## config.mk

```make
export PLATFORM = sky130hd
export DESIGN_NAME = skip6_counter
export DESIGN_NICKNAME = d
export VERILOG_FILES = /design/src/rtl/skip6_pkg.sv /design/src/rtl/skip6_excite.sv /design/src/rtl/skip6_jk_cell.sv /design/src/rtl/skip6_flag.sv /design/src/rtl/skip6_counter.sv
export SDC_FILE = /design/constraint.sdc
export NUM_CORES = 1
export LEC_CHECK = 0
export ABC_AREA = 1
export BUFFER_PORTS_ARGS = -buffer_cell sky130_fd_sc_hd__clkbuf_2
export CORE_AREA = 2 2 39 41
export CTS_CLUSTER_DIAMETER = 30
export CTS_CLUSTER_SIZE = 24
export DETAILED_ROUTE_END_ITERATION = 16
export DIE_AREA = 0 0 41 43
export SLEW_MARGIN = 20
export SYNTH_ARGS = -nofsm -noshare
export SYNTH_HDL_FRONTEND = slang
export SYNTH_HIERARCHICAL = 1
export SYNTH_SLANG_ARGS = --single-unit
```

## constraint.sdc

```tcl
create_clock -name clk -period 2.02 [get_ports clk]
set_input_delay 0.202 -clock clk [delete_from_list [all_inputs] [get_ports clk]]
set_output_delay 0.202 -clock clk [all_outputs]
set_load 0.02 [all_outputs]
```

## src/rtl/skip6_pkg.sv

```systemverilog
package skip6_pkg;
  localparam int STATE_W = 3;
  localparam int A_BIT = 2;
  localparam int B_BIT = 1;
  localparam int C_BIT = 0;

  typedef logic [STATE_W-1:0] code_t;

  typedef struct packed {
    logic [STATE_W-1:0] j;
    logic [STATE_W-1:0] k;
  } jk_bus_t;

  // Excitation: JA = KA = B, JB = C, KB = 1, JC = ~B, KC = 1
  function automatic jk_bus_t excite(code_t q);
    jk_bus_t r;
    r.j[A_BIT] = q[B_BIT];
    r.k[A_BIT] = q[B_BIT];
    r.j[B_BIT] = q[C_BIT];
    r.k[B_BIT] = 1'b1;
    r.j[C_BIT] = ~q[B_BIT];
    r.k[C_BIT] = 1'b1;
    return r;
  endfunction

  // Characteristic equation of a JK flip-flop
  function automatic logic jk_step(logic j, logic k, logic q);
    return (j & ~q) | (~k & q);
  endfunction

  function automatic logic is_gap(code_t q);
    return (q == 3'b011) || (q == 3'b111);
  endfunction

  // Intended successor written as a table, used only by checks
  function automatic code_t succ_table(code_t q);
    case (q)
      3'b000:  return 3'b001;
      3'b001:  return 3'b010;
      3'b010:  return 3'b100;
      3'b100:  return 3'b101;
      3'b101:  return 3'b110;
      3'b110:  return 3'b000;
      3'b011:  return 3'b100;
      default: return 3'b000;
    endcase
  endfunction
endpackage

```

## src/rtl/skip6_excite.sv

```systemverilog
module skip6_excite
  import skip6_pkg::*;
(
  input  code_t   q,
  output jk_bus_t jk
);
  always_comb jk = excite(q);
endmodule

```

## src/rtl/skip6_jk_cell.sv

```systemverilog
module skip6_jk_cell (
  input  logic clk,
  input  logic rst,
  input  logic load,
  input  logic load_bit,
  input  logic adv,
  input  logic j,
  input  logic k,
  output logic q
);
  import skip6_pkg::*;

  always_ff @(posedge clk) begin
    if (rst)       q <= 1'b0;
    else if (load) q <= load_bit;
    else if (adv)  q <= jk_step(j, k, q);
  end

  // J=K=1 while advancing complements the bit
  p_toggle_r2: assert property (@(posedge clk) disable iff (rst)
    (adv && !load && j && k) |=> (q != $past(q)));

  // J=0, K=1 while advancing clears the bit
  p_clear_r2: assert property (@(posedge clk) disable iff (rst)
    (adv && !load && !j && k) |=> !q);
endmodule

```

## src/rtl/skip6_flag.sv

```systemverilog
module skip6_flag
  import skip6_pkg::*;
(
  input  code_t q,
  output logic  gap
);
  always_comb gap = is_gap(q);
endmodule

```

## src/rtl/skip6_counter.sv

```systemverilog
module skip6_counter
  import skip6_pkg::*;
(
  input  logic               clk,
  input  logic               rst,
  input  logic               en,
  input  logic               load,
  input  logic [STATE_W-1:0] load_code,
  output logic [STATE_W-1:0] count,
  output logic               off_cycle
);
  jk_bus_t jk_w;
  logic    adv_w;

  assign adv_w = en & ~load;

  skip6_excite u_exc (.q(count), .jk(jk_w));

  for (genvar i = 0; i < STATE_W; i++) begin : g_bit
    skip6_jk_cell u_cell (
      .clk(clk), .rst(rst), .load(load), .load_bit(load_code[i]),
      .adv(adv_w), .j(jk_w.j[i]), .k(jk_w.k[i]), .q(count[i])
    );
  end

  skip6_flag u_flag (.q(count), .gap(off_cycle));

  p_reset_r1: assert property (@(posedge clk) rst |=> (count == '0));

  p_reset_wins_r8: assert property (@(posedge clk) (rst && load) |=> (count == '0));

  p_succ_r2: assert property (@(posedge clk) disable iff (rst)
    (en && !load && !off_cycle) |=> (count == succ_table($past(count))));

  p_gap011_r3: assert property (@(posedge clk) disable iff (rst)
    (en && !load && count == 3'b011) |=> (count == 3'b100));

  p_gap111_r4: assert property (@(posedge clk) disable iff (rst)
    (en && !load && count == 3'b111) |=> (count == 3'b000));

  p_hold_r5: assert property (@(posedge clk) disable iff (rst)
    (!en && !load) |=> $stable(count));

  p_load_r6: assert property (@(posedge clk) disable iff (rst)
    load |=> (count == $past(load_code)));

  p_flag_r7: assert property (@(posedge clk) disable iff (rst)
    off_cycle |-> (count[0] && count[1]));

  p_escape_r7: assert property (@(posedge clk) disable iff (rst)
    (off_cycle && en && !load) |=> !off_cycle);
endmodule

```

# Word-level counts from Yosys, hierarchy flattened
# Cells that the tools add are included.
[totals] reg_bits=3 out_inout_bits=4 wordCells=23
[op_classes] muxes=6 bitwise=10 n_reduce_logical=2 n_eq_ne=2
[op_table] op="2-to-1 mux 1 bit" n=6
[op_table] op="bitwise AND 1 bit" n=5
[op_table] op="inverter 1 bit" n=4
[op_table] op="== test 3 x 2 -> 1 bit (second input constant)" n=1
[op_table] op="== test 3 bit (second input constant)" n=1
[op_table] op="nonzero test 2 bit" n=1
[op_table] op="logical OR 1 bit" n=1
[op_table] op="bitwise OR 1 bit" n=1

# Depth between registers and ports, before layout
# Gate-level depths: netlist of run 1.
[depth] ltp_word=5 depth_mapped=7

# By module
# Netlist of run 1, hierarchy kept.
[modules_own_cells] module="skip6_jk_cell" instances=3 area_each_um2=60.1 cells_per_inst=11
[modules_own_cells] module="skip6_excite" instances=1 area_each_um2=45.0 cells_per_inst=7
[modules_own_cells] module="skip6_counter" instances=1 area_each_um2=10.0 cells_per_inst=2
[modules_own_cells] module="skip6_flag" instances=1 area_each_um2=7.5 cells_per_inst=2

# Worst setup path before layout of run 1
# No wires, ideal clock.
[synth_timing] kind="flip-flop to flip-flop" start="reg g_bit[1].u_cell.q" end="reg g_bit[2].u_cell.q" t_required_ps=1911 arrival_ps=896 period_less_slack_ps=1005 stages_incl_launch_ff=7 path_slack_ps=1015 path_buffers=1 cell_sequence="dfxtp_1 -> buf_4 -> nand2_1 -> nand2_1 -> nand3_1 -> nand2_1 -> inv_1"
[synth_via] elab_chain_cells=5 word_cells_on_any_way=6
[synth_lines] element="start, declared" line="skip6_jk_cell.sv:9" text="output logic q"
[synth_lines] element="start signal, assigned" line="skip6_jk_cell.sv:15" text="else if (load) q <= load_bit;"
[synth_lines] element="start signal, assigned" line="skip6_jk_cell.sv:16" text="else if (adv) q <= jk_step(j, k, q);"
[synth_lines] element="inverter 1 bit" line="skip6_pkg.sv:28" text="return (j & ~q) | (~k & q);"
[synth_lines] element="bitwise AND 1 bit" line="skip6_pkg.sv:28"
[synth_lines] element="bitwise OR 1 bit *" line="skip6_pkg.sv:28"
[synth_lines] element="2-to-1 mux 1 bit *" line="skip6_jk_cell.sv:16"
[synth_lines] element="2-to-1 mux 1 bit *" line="skip6_jk_cell.sv:15"
[synth_lines] element="end signal, assigned" line="skip6_jk_cell.sv:15"
[synth_lines] element="end signal, assigned" line="skip6_jk_cell.sv:16"
[synth_lines] element="end, declared" line="skip6_jk_cell.sv:9"
# Every way passes the cells marked *; elsewhere a longest branch is shown, timed or not. The select of a mux whose other input is x is not followed.
# A chain may end at the register's enable or synchronous reset.

# Final worst setup path of run 1
[layout_timing] start="reg g_bit[1].u_cell.q" end="out off_cycle"
[layout_via] elab_chain_cells=2 word_cells_on_any_way=3
[layout_lines] element="== test 3 x 2 -> 1 bit / == test 3 bit (equally long branches)" line="skip6_pkg.sv:32" text="return (q == 3'b011) || (q == 3'b111);"
[layout_lines] element="logical OR 1 bit *" line="skip6_pkg.sv:32"
[layout_lines] element="end, declared" line="skip6_counter.sv:10" text="output logic off_cycle"
# Every way passes the cells marked *; elsewhere a longest branch is shown, timed or not.

==> flow_summary.yaml, run 1 <==
critical_path:
  critPathKind: "reg -> out"
  startpoint_type: "flop"
  critical_path_arrival_ns: 0.94
  rr_startpoint: "g_bit[1].u_cell/q"
  worstPathMaxFanout: 7
  rrSetupSlack_ns: 1.19
  required_ns: 1.82
  startpoint: "g_bit[1].u_cell/q"
  rr_worst_depth: 5
  setup.worst_path.end_class: "output port"
  worst_r2r_endpoint: "g_bit[2].u_cell/q"
pwr:
  p_leak_nw: 0.194
  internal-power_w: 0.000154
  powerDensity_mw_per_mm2: 699
  power_frac_comb_pct: 18.6
  power.switching_w: 0.0000591
  worst_ir_drop_vdd_uv: 204
  power_frac_seq_pct: 32.7
  sw_frac_of_total_pct: 27.7
  p_total_w: 0.000213
  clock_power_share_pct: 48.7
synthesis:
  ys_seq_area_share_pct: 24.7
  yosys.cell_types.count: 8
  ys_seq_elements: 3
  synth_top_area_share_pct: 24.7
  synth_cells: 44
  yosys_warnings: 6
  synth_top_area_cell: "dfxtp_1"
  syn_area_per_cell_um2: 5.52
  synth_area_leaders: "dfxtp_1, inv_1, buf_4"
  netlist_area_um2: 243
cts:
  path_clk_slew_ns: 0.04
  clk_path_buf_depth: 2
  postCtsSetupBuffers: 0
  cts_resized: 0
  h-tree-depth: 1
  clock-sinks: 3
  root_buffer: "clkbuf_4"
  numCtsBuffers: 3
  ctsHoldBuffers: 0
  cts_tree: "yes"
  clock_latency_ns: 0.23
routing:
  drtPass1Iterations: 4
  drcViolationCount: 0
  first_iter_violations: 6
  wire_per_inst_um: 6.60
  wirelength_um: 462
  viasPerCell: 3.34
  vias: 234
  postRouteAntennaNets: 0
cells_and_area:
  seqCellArea_um2: 60.1
  utilization_pct: 22.1
  finalNetCount: 62
  multiInputGateArea_um2: 104
  area_growth_pct: 25.8
  diodes: 0
  drive_above_1_share_pct: 25.9
  fill_cells: 163
  regMostFlops: "g_bit.u_cell/q"
  largest_reg_flops: 3
  largest_registers: "g_bit.u_cell/q x3"
die:
  die_area_mm2: 0.00176
  die_w_um: 41
  rows: 14
  pin_count: 11
  die_y_um: 43
  core_area_mm2: 0.00138
  start_util_pct: 17.5
sta:
  tns_ns: 0
  max_freq_mhz: 876
  hold_viol: 0
  period_minus_slack_ns: 1.14
  rsz0062_at_grt: "false"
  slew_viol_final: 0
  setup_viol: 0
  hold_ws_ns: 0.259
  finClkSkew_ns: 0.00338
  post-route-period-util_pct: 56.5
  finalWorstSetupSlack_ns: 0.879
global_route:
  track_usage_pct: 7.11
  antenna_found_initial: 0
  grt_pass1_vias: 223
  overflow: 0
  grt_start_max_net_pins: 8
  grt_first_pass_wirelength_um: 786
place:
  gp_congestion: 0.677
  place_ws_ns: 1.06
  io_buffers: 10
  dp_hpwl_um: 363
worst_hold_path:
  hold_end: "g_bit[2].u_cell/q"
  hold_path.class: "in -> reg"
  hold_start: "rst"
  min_path_cells: 4
run:
  max_cap_viol_count: 0
run_status:
  status: "finished clean"
==> area by class of cell <==
type	count	area share, %
Tap cell	16	6.56
Inverter	12	14.8
Sequential cell	3	19.7
Multi-Input combinational cell	25	34.0
Timing Repair Buffer	10	16.4
Clock buffer	4	8.61
==> metrics by stage <==
stage          instance area (µm²)  cells
2_1_floorplan                  246     45
3_3_place_gp                   279     66
3_5_place_dp                   279     66
4_1_cts                        305     70
5_1_grt                        305     70
6_report                       305     70
==> worst max-delay path, stage by stage (launching register included) <==
cell,delay [ns]
dfxtp_1,0.43
nand2_1,0.08
inv_1,0.05
clkbuf_2,0.15
==> synthesized netlist by cell type <==
library cell  count
inv_1            12
nor2_1            6
conb_1            1
dfxtp_1           3
buf_4             5
nand2_1          10
nor2_2            1
nand3_1           6
==> worst max-delay path by stage <==
| stage | endpoint | slack, ns | cells after the start |
|---|---|---|---|
| finish | off_cycle | 0.88 | 3 |
| global placement | g_bit[0].u_cell/q | 1.07 | 7 |
| CTS | off_cycle | 0.85 | 3 |
| detailed placement | g_bit[2].u_cell/q | 1.06 | 7 |
| floorplan | g_bit[2].u_cell/q | 1.01 | 6 |
| global route | off_cycle | 0.81 | 3 |
==> cells by family after synthesis <==
logic type / synth area share (%)
and+or+nand+nor: 39.7
buffers and inverters: 34.0
other: 1.54
DFF: 24.7
==> metal layers <==
metal	vias up	wire length, µm	part of all wire [%]	GRT usage [%]
li1	138	-	-	-
met1	90	186	40	7.03
met2	6	246	53	9.06
met3	0	29	6.3	4.19
met4	0	0	0	8.00
met5	-	0	0	0
==> power by group through the flow <==
stage	registers [W]	clock network [W]	logic, W
floorplan	0.0000753	0	0.0000283
global placement	0.0000704	0	0.0000396
detailed placement	0.0000708	0	0.0000397
CTS	0.0000698	0.000110	0.0000400
global route	0.0000711	0.000112	0.0000460
finish	0.0000697	0.000104	0.0000397
==> cell usage in the layout (no fill, tap or decap), drive strengths merged <==
cell / count
dfxtp: 3
conb: 2
clkbuf: 14
nor2: 7
nand3: 6
inv: 12
nand2: 10
(Power assumes the default switching activity.)
==> run 2, diff against run 1 <==
- clock period: 2.02 -> 1.1 ns (I/O delays scaled with it)
==> run 2 against run 1 <==
  * Final area increased by 0.41%
  * Register-to-register slack lost 0.85 ns
  * Via count fell by 0.43%
  * Utilization rose by 0.090 points
  * Non-clock buffer count unchanged
  * Critical path depth unchanged
  * Combinational power is 83% higher
  * Worst hold slack got worse by 0.11 ns
  * Sequential power grew 85%
  * Sequential cell count is the same
  * Routed wire length up 0.43%
  * Clock power increased by 86%
==> flow_summary.yaml, run 2 (synthesis results as in run 1) <==
run_status:
  status: "finished clean"
die:
  core_area_mm2: 0.00138
  pin_count: 11
  start_util_pct: 17.5
  die_area_mm2: 0.00176
  die_y_um: 43
  die_w_um: 41
  rows: 14
critical_path:
  critical_path.endpoint: "off_cycle"
  rr_startpoint: "g_bit[1].u_cell/q"
  rr_worst_depth: 5
  worst_r2r_endpoint: "g_bit[2].u_cell/q"
  startpoint_type: "flop"
  rrSetupSlack_ns: 0.34
  required_ns: 0.99
  critical_path_arrival_ns: 0.88
  startpoint: "g_bit[0].u_cell/q"
  worstPathMaxFanout: 5
  critPathKind: "reg -> out"
  setup.worst_path.end_class: "output port"
run:
  max_cap_viol_count: 0
cts:
  ctsHoldBuffers: 0
  path_clk_slew_ns: 0.04
  cts_tree: "yes"
  h-tree-depth: 1
  numCtsBuffers: 3
  root_buffer: "clkbuf_4"
  clk_path_buf_depth: 2
  clock-sinks: 3
  clock_latency_ns: 0.23
  postCtsSetupBuffers: 0
place:
  gp_congestion: 0.718
  io_buffers: 10
routing:
  first_iter_violations: 6
  postRouteAntennaNets: 0
  wire_per_inst_um: 6.63
  wirelength_um: 464
  viasPerCell: 3.33
  vias: 233
  drtPass1Iterations: 4
  drcViolationCount: 0
global_route:
  antenna_found_initial: 0
  grt_pass1_vias: 207
  grt_use_met2_pct: 9.06
  overflow: 0
  met3_usage_pct: 3.14
  grt_first_pass_wirelength_um: 814
  track_usage_pct: 7.31
  grt_start_max_net_pins: 8
  busiest_layer: "met2"
  grt_use_met1_pct: 8.28
pwr:
  powerDensity_mw_per_mm2: 1290
  p_leak_nw: 0.194
  worst_ir_drop_vdd_uv: 383
worst_hold_path:
  hold_start: "rst"
  hold_path.class: "in -> reg"
sta:
  hold_viol: 0
  tns_ns: 0
  rsz0062_at_grt: "false"
  max_freq_mhz: 1010
  post-route-period-util_pct: 89.9
  setup_viol: 0
  slew_viol_final: 0
  period_minus_slack_ns: 0.989
  finClkSkew_ns: 0.000736
cells_and_area:
  largest_registers: "g_bit.u_cell/q x3"
  diodes: 0
  mostFrequentLayoutCells: "inv_1, nand2_1, clkbuf_2, nand3_1, nor2_1"
  multiInputGateArea_um2: 104
  regMostFlops: "g_bit.u_cell/q"
  seqCellArea_um2: 61.3
  area_growth_pct: 26.3
  fill_cells: 159
  largest_reg_flops: 3
  final_common_cell: "inv_1"
  drive_above_1_share_pct: 27.8
  utilization_pct: 22.2
  finalNetCount: 62
-- run 2: critical path: stages (launching register included) --
cell      delay (ns)
dfxtp_1         0.38
nand2_1         0.06
inv_1           0.05
clkbuf_2        0.15
-- run 2: per-layer routing --
metal  up-vias  routed length, µm
met4         0                 15
met1        86                198
li1        139                  -
met5         -                  0
met3         2                 35
met2         6                214
-- run 2: cell type report --
cell class / count / area share (%)
clock buffers: 4 / 8.57
inverters: 12 / 14.7
multi-input cells: 25 / 33.9
flip-flops and latches: 3 / 20.0
well taps: 16 / 6.53
repair buffers: 10 / 16.3
-- run 2: how the worst min path moves through the flow --
stage	to	slack, ns	cells after the start
final	g_bit[1].u_cell/q	0.14	4
after floorplan	g_bit[0].u_cell/q	0.26	3
after global routing	g_bit[1].u_cell/q	0.17	4
after detailed placement	g_bit[0].u_cell/q	0.40	4
after CTS	g_bit[1].u_cell/q	0.15	4
after global placement	g_bit[0].u_cell/q	0.40	4
-- run 2: through the flow --
step / hold slack, ns / total power (W) / cells / instance area [µm²] / setup WS, ns
final: 0.145 / 0.000394 / 70 / 307 / 0.111
after global routing: 0.167 / 0.000431 / 70 / 307 / 0.0247
after CTS: 0.146 / 0.000406 / 70 / 305 / 0.0243
after detailed placement: 0.398 / 0.000203 / 66 / 279 / 0.243
after global placement: 0.402 / 0.000203 / 66 / 279 / 0.254
after floorplan: 0.258 / 0.000190 / 45 / 246 / 0.0948
-- run 2: what timing repair did --
action,4_1_cts,5_1_grt
setup endpoints to repair,0,1
hold endpoints to repair,0,0
resized for setup,0,1
-- run 2: power by group --
group	switching [W]	leakage, nW	internal (W)
clock	0.0000568	0.0150	0.000136
combinational	0.0000430	0.154	0.0000296
sequential	0.0000100	0.0253	0.000119
==> run 3, diff against run 2 <==
- PLACE_DENSITY: not set -> 0.4
==> run 3 against run 2 <==
  * Worst hold slack better by 0.0029 ns
  * Global-route usage is 1.5 points lower
  * Sequential share of layout area stayed put
  * First-iteration DRC count is 67% lower
  * Sequential cell count did not move
  * Via count is 0.86% lower
  * Utilization unchanged
==> flow_summary.yaml, run 3 (synthesis results as in run 1) <==
run_status:
  status: "finished clean"
sta:
  finClkSkew_ns: 0.00360
  post-route-period-util_pct: 91.7
  period_minus_slack_ns: 1.01
  hold_viol: 0
  rsz0062_at_grt: "false"
  max_freq_mhz: 991
  hold_ws_ns: 0.148
  slew_viol_final: 0
  tns_ns: 0
  setup_viol: 0
critical_path:
  critPathMaxStageDelay_ns: 0.39
  startpoint: "g_bit[0].u_cell/q"
  worstPathMaxFanout: 5
  critPathKind: "reg -> out"
  required_ns: 0.99
  setup.worst_path.end_class: "output port"
  rr_startpoint: "g_bit[0].u_cell/q"
  cp_cell_sequence: "nand2_1 -> inv_1 -> clkbuf_2"
  critical_path_arrival_ns: 0.90
  startpoint_type: "flop"
  cp_slowest_cell: "dfxtp_1"
cells_and_area:
  fin_cells: 70
  largest_reg_flops: 3
  regMostFlops: "g_bit.u_cell/q"
  drive_above_1_share_pct: 27.8
  seqCellArea_um2: 61.3
  finalNetCount: 62
  largest_registers: "g_bit.u_cell/q x3"
  final_common_cell: "inv_1"
  multiInputGateArea_um2: 104
  area_growth_pct: 26.3
  diodes: 0
  mostFrequentLayoutCells: "inv_1, nand2_1, clkbuf_2, nand3_1, nor2_1"
  stdcell_area_um2: 307
  fill_cells: 165
routing:
  viasPerCell: 3.30
  postRouteAntennaNets: 0
  vias: 231
  drtPass1Iterations: 2
  wire_per_inst_um: 6.10
  drcViolationCount: 0
  first_iter_violations: 2
  wirelength_um: 427
die:
  die_y_um: 43
  die_w_um: 41
  rows: 14
  pin_count: 11
  start_util_pct: 17.5
  core_area_mm2: 0.00138
  die_area_mm2: 0.00176
cts:
  clk_path_buf_depth: 2
  postCtsSetupBuffers: 0
  root_buffer: "clkbuf_4"
  path_clk_slew_ns: 0.04
  clock_latency_ns: 0.23
  cts_tree: "yes"
  numCtsBuffers: 3
  h-tree-depth: 1
  clock-sinks: 3
worst_hold_path:
  hold_start: "rst"
  hold_path.class: "in -> reg"
place:
  io_buffers: 10
  gp_congestion: 0.715
  dpl.cell_count: 66
  dp_hpwl_um: 364
  dpl_cell_area_um2: 279
pwr:
  worst_ir_drop_vdd_uv: 418
  p_leak_nw: 0.194
  powerDensity_mw_per_mm2: 1270
global_route:
  antenna_found_initial: 0
  track_usage_pct: 5.82
  grt_start_max_net_pins: 8
  overflow: 0
  grt_first_pass_wirelength_um: 634
  grt_pass1_vias: 185
run:
  max_cap_viol_count: 0
## run 3: cell counts in the layout (fill, tap and decap cells not counted)
Identical to the previous run, type by type.
## run 3: routing by layer
metal	up-vias	wire length, µm	global-route usage (%)	share of wire, %
met5	-	0	0	0
met4	0	0	8.00	0
met3	0	8	1.57	1.9
met2	2	250	8.44	59
met1	92	168	5.13	39
li1	137	-	-	-
## run 3: layout make-up
class,instances,share of cell area [%]
multi-input combinational,25,33.9
sequential,3,20.0
timing repair buffer,10,16.3
inverter,12,14.7
clock buffer,4,8.57
tap,16,6.53
## run 3: per-stage QoR
stage	power (W)	util, %	setup WS [ns]
global placement	0.000205	20.2	0.240
CTS	0.000404	22.1	0.0126
detailed placement	0.000204	20.2	0.252
finish	0.000390	22.2	0.0910
global route	0.000417	22.2	0.00556
floorplan	0.000190	-	0.0948
## run 3: power by group
group | internal [W] | switching [W] | total [W]
logic | 0.0000297 | 0.0000423 | 0.0000720
registers | 0.000119 | 0.0000105 | 0.000129
clock network | 0.000136 | 0.0000531 | 0.000189
## run 3: final timing paths
| check | end | slack (ns) | depth (start not counted) |
|---|---|---|---|
| worst max-delay path | off_cycle | 0.09 | 3 |
| worst min-delay path | g_bit[1].u_cell/q | 0.15 | 4 |
| worst max register to register | g_bit[0].u_cell/q | 0.33 | 5 |
| worst min register to register | g_bit[2].u_cell/q | 0.58 | 4 |
## run 3: timing repair
item / 4_1_cts / 5_1_grt
setup endpoints to repair: 0 / 1
hold buffers: 0 / 0
resized for setup: 0 / 1
## run 3: worst max-delay path, delay by kind of cell, from the launching register on
family	cells	cell delay, ns
simple gates	1	0.08
buf+inv	2	0.20
flops	1	0.39
